--- config.mk ---
export PLATFORM = sky130hd
export DESIGN_NAME = frt_timer
export DESIGN_NICKNAME = d
export VERILOG_FILES = /design/src/rtl/frt_pkg.sv /design/src/rtl/frt_prescaler.sv /design/src/rtl/frt_counter.sv /design/src/rtl/frt_read_latch.sv /design/src/rtl/frt_ovf_flag.sv /design/src/rtl/frt_timer.sv
export SDC_FILE = /design/constraint.sdc
export NUM_CORES = 1
export LEC_CHECK = 0
export CORE_ASPECT_RATIO = 0.6
export CORE_UTILIZATION = 30
export DETAILED_ROUTE_END_ITERATION = 10
export SLEW_MARGIN = 10
export SYNTH_ARGS = -nofsm -noshare
export SYNTH_HDL_FRONTEND = slang
export SYNTH_SLANG_ARGS = --single-unit
export TNS_END_PERCENT = 50
--- constraint.sdc ---
create_clock -name clk -period 4.87 [get_ports clk]
set_clock_uncertainty 0.15 [all_clocks]
set_input_delay 1.461 -clock clk [delete_from_list [all_inputs] [get_ports clk]]
set_output_delay 1.461 -clock clk [all_outputs]
set_load 0.01 [all_outputs]
--- src/rtl/frt_pkg.sv ---
package frt_pkg;
    typedef enum logic {
        LT_LIVE = 1'b0,
        LT_HELD = 1'b1
    } latch_state_t;
endpackage

--- src/rtl/frt_prescaler.sv ---
module frt_prescaler #(
    parameter int DIV = 4
) (
    input  logic clk,
    input  logic rst_n,
    input  logic run_i,
    output logic tick_o
);
    generate
        if (DIV <= 1) begin : g_direct
            assign tick_o = run_i;
        end else begin : g_divide
            localparam int PH_W = $clog2(DIV);
            localparam logic [PH_W-1:0] LAST = PH_W'(DIV - 1);
            logic [PH_W-1:0] ph_q;

            always_ff @(posedge clk or negedge rst_n) begin
                if (!rst_n) begin
                    ph_q <= '0;
                end else if (run_i) begin
                    ph_q <= (ph_q == LAST) ? '0 : ph_q + 1'b1;
                end
            end

            assign tick_o = run_i && (ph_q == LAST);


            tick_spacing_chk: assert property (@(posedge clk) disable iff (!rst_n)
                tick_o |=> !tick_o);
        end
    endgenerate
endmodule

--- src/rtl/frt_counter.sv ---
module frt_counter #(
    parameter int              W         = 16,
    parameter logic [W-1:0]    RESET_VAL = 16'hFFFC
) (
    input  logic         clk,
    input  logic         rst_n,
    input  logic         tick_i,
    output logic [W-1:0] cnt_o,
    output logic         wrap_o
);
    logic [W-1:0] cnt_q;

    always_ff @(posedge clk or negedge rst_n) begin
        if (!rst_n) begin
            cnt_q <= RESET_VAL;
        end else if (tick_i) begin
            cnt_q <= cnt_q + 1'b1;
        end
    end

    assign cnt_o  = cnt_q;
    assign wrap_o = tick_i && (cnt_q == '1);


    cnt_step_chk: assert property (@(posedge clk) disable iff (!rst_n)
        tick_i |=> (cnt_q == $past(cnt_q) + 1'b1));


    cnt_hold_chk: assert property (@(posedge clk) disable iff (!rst_n)
        !tick_i |=> $stable(cnt_q));
endmodule

--- src/rtl/frt_read_latch.sv ---
module frt_read_latch
    import frt_pkg::*;
#(
    parameter int DW = 8
) (
    input  logic          clk,
    input  logic          rst_n,
    input  logic          rd_hi_i,
    input  logic          rd_lo_i,
    input  logic [DW-1:0] lo_live_i,
    output logic [DW-1:0] lo_data_o
);
    latch_state_t  state_q, state_d;
    logic [DW-1:0] buf_q;

    // state register and buffer
    always_ff @(posedge clk or negedge rst_n) begin
        if (!rst_n) begin
            state_q <= LT_LIVE;
            buf_q   <= '0;
        end else begin
            state_q <= state_d;
            if (state_q == LT_LIVE && rd_hi_i) begin
                buf_q <= lo_live_i;
            end
        end
    end

    // next state and outputs
    always_comb begin
        state_d   = state_q;
        lo_data_o = lo_live_i;
        unique case (state_q)
            LT_LIVE: begin
                if (rd_hi_i) state_d = LT_HELD;
            end
            LT_HELD: begin
                lo_data_o = buf_q;
                if (rd_lo_i) state_d = LT_LIVE;
            end
            default: state_d = LT_LIVE;
        endcase
    end


    capture_chk: assert property (@(posedge clk) disable iff (!rst_n)
        (state_q == LT_LIVE && rd_hi_i) |=>
            (state_q == LT_HELD && buf_q == $past(lo_live_i)));


    held_buf_chk: assert property (@(posedge clk) disable iff (!rst_n)
        (state_q == LT_HELD) |=> $stable(buf_q));
endmodule

--- src/rtl/frt_ovf_flag.sv ---
module frt_ovf_flag (
    input  logic clk,
    input  logic rst_n,
    input  logic set_i,
    input  logic clr_i,
    input  logic ie_i,
    output logic flag_o,
    output logic irq_o
);
    logic flag_q;

    always_ff @(posedge clk or negedge rst_n) begin
        if (!rst_n) begin
            flag_q <= 1'b0;
        end else if (set_i) begin
            flag_q <= 1'b1;
        end else if (clr_i) begin
            flag_q <= 1'b0;
        end
    end

    assign flag_o = flag_q;
    assign irq_o  = flag_q && ie_i;


    wrap_sets_chk: assert property (@(posedge clk) disable iff (!rst_n)
        set_i |=> flag_q);


    flag_sticky_chk: assert property (@(posedge clk) disable iff (!rst_n)
        (flag_q && !clr_i) |=> flag_q);
endmodule

--- src/rtl/frt_timer.sv ---
module frt_timer #(
    parameter int                  DATA_W    = 8,
    parameter int                  ADDR_W    = 8,
    parameter int                  PRE_DIV   = 4,
    parameter logic [ADDR_W-1:0]   HI_ADDR   = 8'h18,
    parameter logic [2*DATA_W-1:0] RESET_VAL = 16'hFFFC
) (
    input  logic              clk,
    input  logic              rst_n,
    input  logic              clk_ready,
    input  logic              acc_en,
    input  logic              acc_we,
    input  logic [ADDR_W-1:0] acc_addr,
    output logic [DATA_W-1:0] rd_data,
    input  logic              ovf_clr,
    input  logic              ovf_ie,
    output logic              ovf_flag,
    output logic              ovf_irq
);
    localparam int                CNT_W   = 2 * DATA_W;
    localparam logic [ADDR_W-1:0] LO_ADDR = HI_ADDR + 1'b1;

    logic              tick;
    logic              wrap;
    logic [CNT_W-1:0]  cnt;
    logic              rd_hi, rd_lo;
    logic [DATA_W-1:0] lo_data;

    assign rd_hi = acc_en && !acc_we && (acc_addr == HI_ADDR);
    assign rd_lo = acc_en && !acc_we && (acc_addr == LO_ADDR);

    frt_prescaler #(.DIV(PRE_DIV)) u_pre (
        .clk    (clk),
        .rst_n  (rst_n),
        .run_i  (clk_ready),
        .tick_o (tick)
    );

    frt_counter #(.W(CNT_W), .RESET_VAL(RESET_VAL)) u_cnt (
        .clk    (clk),
        .rst_n  (rst_n),
        .tick_i (tick),
        .cnt_o  (cnt),
        .wrap_o (wrap)
    );

    frt_read_latch #(.DW(DATA_W)) u_latch (
        .clk       (clk),
        .rst_n     (rst_n),
        .rd_hi_i   (rd_hi),
        .rd_lo_i   (rd_lo),
        .lo_live_i (cnt[DATA_W-1:0]),
        .lo_data_o (lo_data)
    );

    frt_ovf_flag u_ovf (
        .clk    (clk),
        .rst_n  (rst_n),
        .set_i  (wrap),
        .clr_i  (ovf_clr),
        .ie_i   (ovf_ie),
        .flag_o (ovf_flag),
        .irq_o  (ovf_irq)
    );

    always_comb begin
        if (rd_hi) begin
            rd_data = cnt[CNT_W-1:DATA_W];
        end else if (rd_lo) begin
            rd_data = lo_data;
        end else begin
            rd_data = '0;
        end
    end
endmodule

==> run metrics <==
status completed; met1 wire length 1620 µm; Cell Area, Synth 1430 µm²; Area Growth Syn to Fin 28.0%; CTS Buf Count 3; syn_nets 141; Rows 19; htree depth 1; nets@finish 168; fill cell count 455; Post-Syn Instances 124; critical path type input port to primary output; achievable frequency 216 MHz; top-area cell type share of the netlist area 0.257; sequential fraction of the synthesis area 0.503; most common cell in the netlist nor2_1; initial antenna violation count 0; power per cell area 323 nW/µm²; GRT Util Overall 0.124; CP Max Fanout 11; I/O pin count 25; die height 55.5 µm; Worst-path clk slew 90 ps; hold_buf cts 0; die width 91.1 µm; Worst Hold Class flip-flop to flip-flop; CTS root buffer clkbuf_8; maxcap violations 0; metal3 WL 167 µm; Tcrit/Tclk final 0.952; die area 5050 µm²; clock latency on the worst-skew pair 280 ps; Avg Cell Area, Syn 11.5 µm²; via count 1017; P_leak 0.788 nW; # resized after CTS 8; Num Clock Sinks 28; cell taking the most area after synthesis dfstp_2; mux share of post-synthesis cell area 0.164; count of flip-flops with a built-in enable after synthesis 0; worst slew pin tran 573 ps; final setup violation count 0; unrepaired setup endpoints after global routing no; Yosys reg bits 28; fraction of layout cells with a size suffix above 1 0.233; pin count of the biggest net entering global routing 26; post-route ant nets 0; compound-cell area share of the yosys netlist 0.0499; Initial Util 0.313; Ys Warns 0; Fin Hold WS 360 ps; Ant. Diodes 0; post-CTS setup buffer count 0; aggregate routed wire length 2970 µm; post-synthesis adder-cell area fraction 0.0175; Synth area leaders dfstp_2 (26%), dfrtp_1 (25%), mux2_4 (8.4%); post-route cell area 1830 µm²; minimum clock period 4640 ps; HPWL after DPL 2260 µm; TNS Setup 0 ps; first-pass GRT wire length 4860 µm; Simple-Gate Fraction of Synth Area 0.150; Critical Path Start Type input port; synth unique cells 26; CTS Buffer Depth 2; Peak VDD IR 0.172 mV; most frequent cells after synthesis nor2_1 (16), dfrtp_1 (14), dfstp_2 (14), xnor2_1 (13), nand2_1 (9); ys async rst share 1.00; First DRT Iteration DRCs 33; total power 0.000590 W; Core Area 4560 µm²; GR Overflow Total 0; routability congestion estimate from global placement 0.750; dpl cell area 1760 µm²; Post-Synth XOR/XNOR Area 0.0919; final hold violation count 0; port bufs 24; crit path capture type primary output; DRC 0; Met2 Wirelength 1170 µm; CTS tree done; main flop type after synthesis dfstp_2; worst path required time 3260 ps; final-report max-slew violation count 0; routed vias/inst 4.77; vias in the first global route 930; uppermost layer routed met4; WL/cell 13.9 µm; drt pass-1 iters 4; R2R Setup Slk 3000 ps; main combinational cell family by area after synthesis multiplexers; critical path data arrival time 3020 ps; worst relative slew slack 0.618
layout make-up:
class	count	area [µm²]	area share
multi-input cells	89	686	0.375
clock inverters	1	30.0	0.0164
clock buffers	3	41.3	0.0226
repair buffers	27	268	0.146
well taps	63	78.8	0.0431
flip-flops and latches	28	718	0.393
inverters	2	7.51	0.00410
per-stage QoR:
stage	worst slack (ps)	cells	util
6_report	234	213	0.401
3_5_place_dp	-199	209	0.385
2_1_floorplan	865	124	-
3_3_place_gp	-159	209	0.385
4_1_cts	3.16	213	0.401
5_1_grt	110	213	0.401
routing by layer:
| layer | track usage | vias up |
|---|---|---|
| met5 | 0 | - |
| met4 | 0.0204 | 0 |
| met3 | 0.0399 | 3 |
| met2 | 0.168 | 28 |
| met1 | 0.193 | 499 |
| li1 | - | 487 |
state kept, by name, indices dropped and copies added (netlist names):
name	count
u_cnt.cnt_o	16
u_latch.buf_q	8
u_pre.g_divide.ph_q	2
u_latch.state_q	1
u_ovf.flag_o	1
cells in the final DEF (no fill, tap or decap):
master / netlist / final
xnor2_1: 13 / 13
o22ai_1: 1 / 1
dfstp_2: 14 / 14
nor4bb_1: 1 / 1
a211oi_1: 8 / 6
dlygate4sd2_1: 0 / 6
buf_4: 0 / 2
nor2_1: 16 / 16
nand3_1: 4 / 4
dfrtp_1: 14 / 14
buf_2: 1 / 1
nor2b_1: 1 / 1
and4_1: 2 / 2
mux2i_1: 8 / 8
nand4_1: 6 / 6
and2_1: 2 / 2
mux2_2: 3 / 3
clkdlybuf4s50_1: 0 / 15
inv_1: 2 / 2
and4b_1: 1 / 1
buf_12: 0 / 1
bufinv_16: 0 / 1
clkbuf_8: 0 / 3
a211oi_2: 0 / 2
nand2_1: 9 / 9
ha_1: 2 / 2
mux2_4: 8 / 8
dlymetal6s2s_1: 0 / 2
xor2_1: 2 / 2
or3_1: 1 / 1
o21ai_0: 1 / 1
cell families after synthesis:
group / after synthesis
adder cells (fa/ha/maj): 2
XOR/XNOR: 15
AND/OR/NAND/NOR: 43
buffers and inverters: 7
flip-flops: 28
AO/OA/AOI/OAI: 10
multiplexers: 19
worst max-delay path: stages:
cell and delay (ps):
clkdlybuf4s50_1 440, nor4bb_1 260, nand4_1 130, buf_4 190, a211oi_2 230, dlygate4sd2_1 310
power breakdown:
part           leakage [nW]  total [W]  internal, W  switching [W]
clock network        0.0357   0.000184     0.000110      0.0000735
registers             0.332   0.000300     0.000266      0.0000339
logic                 0.421   0.000107    0.0000569      0.0000498
final timing paths:
path,start,end,cells past startpoint
min in group asynchronous,rst_n,u_latch.buf_q[7],1
worst min-delay path,u_cnt.cnt_o[13],u_cnt.cnt_o[13],1
worst max-delay path,acc_addr[4],rd_data[0],6
worst min register to register,u_cnt.cnt_o[13],u_cnt.cnt_o[13],1
max in group asynchronous,rst_n,u_cnt.cnt_o[9],2
worst max register to register,u_latch.state_q,u_latch.buf_q[4],2
Note: power is estimated with default switching activity, not from simulation.
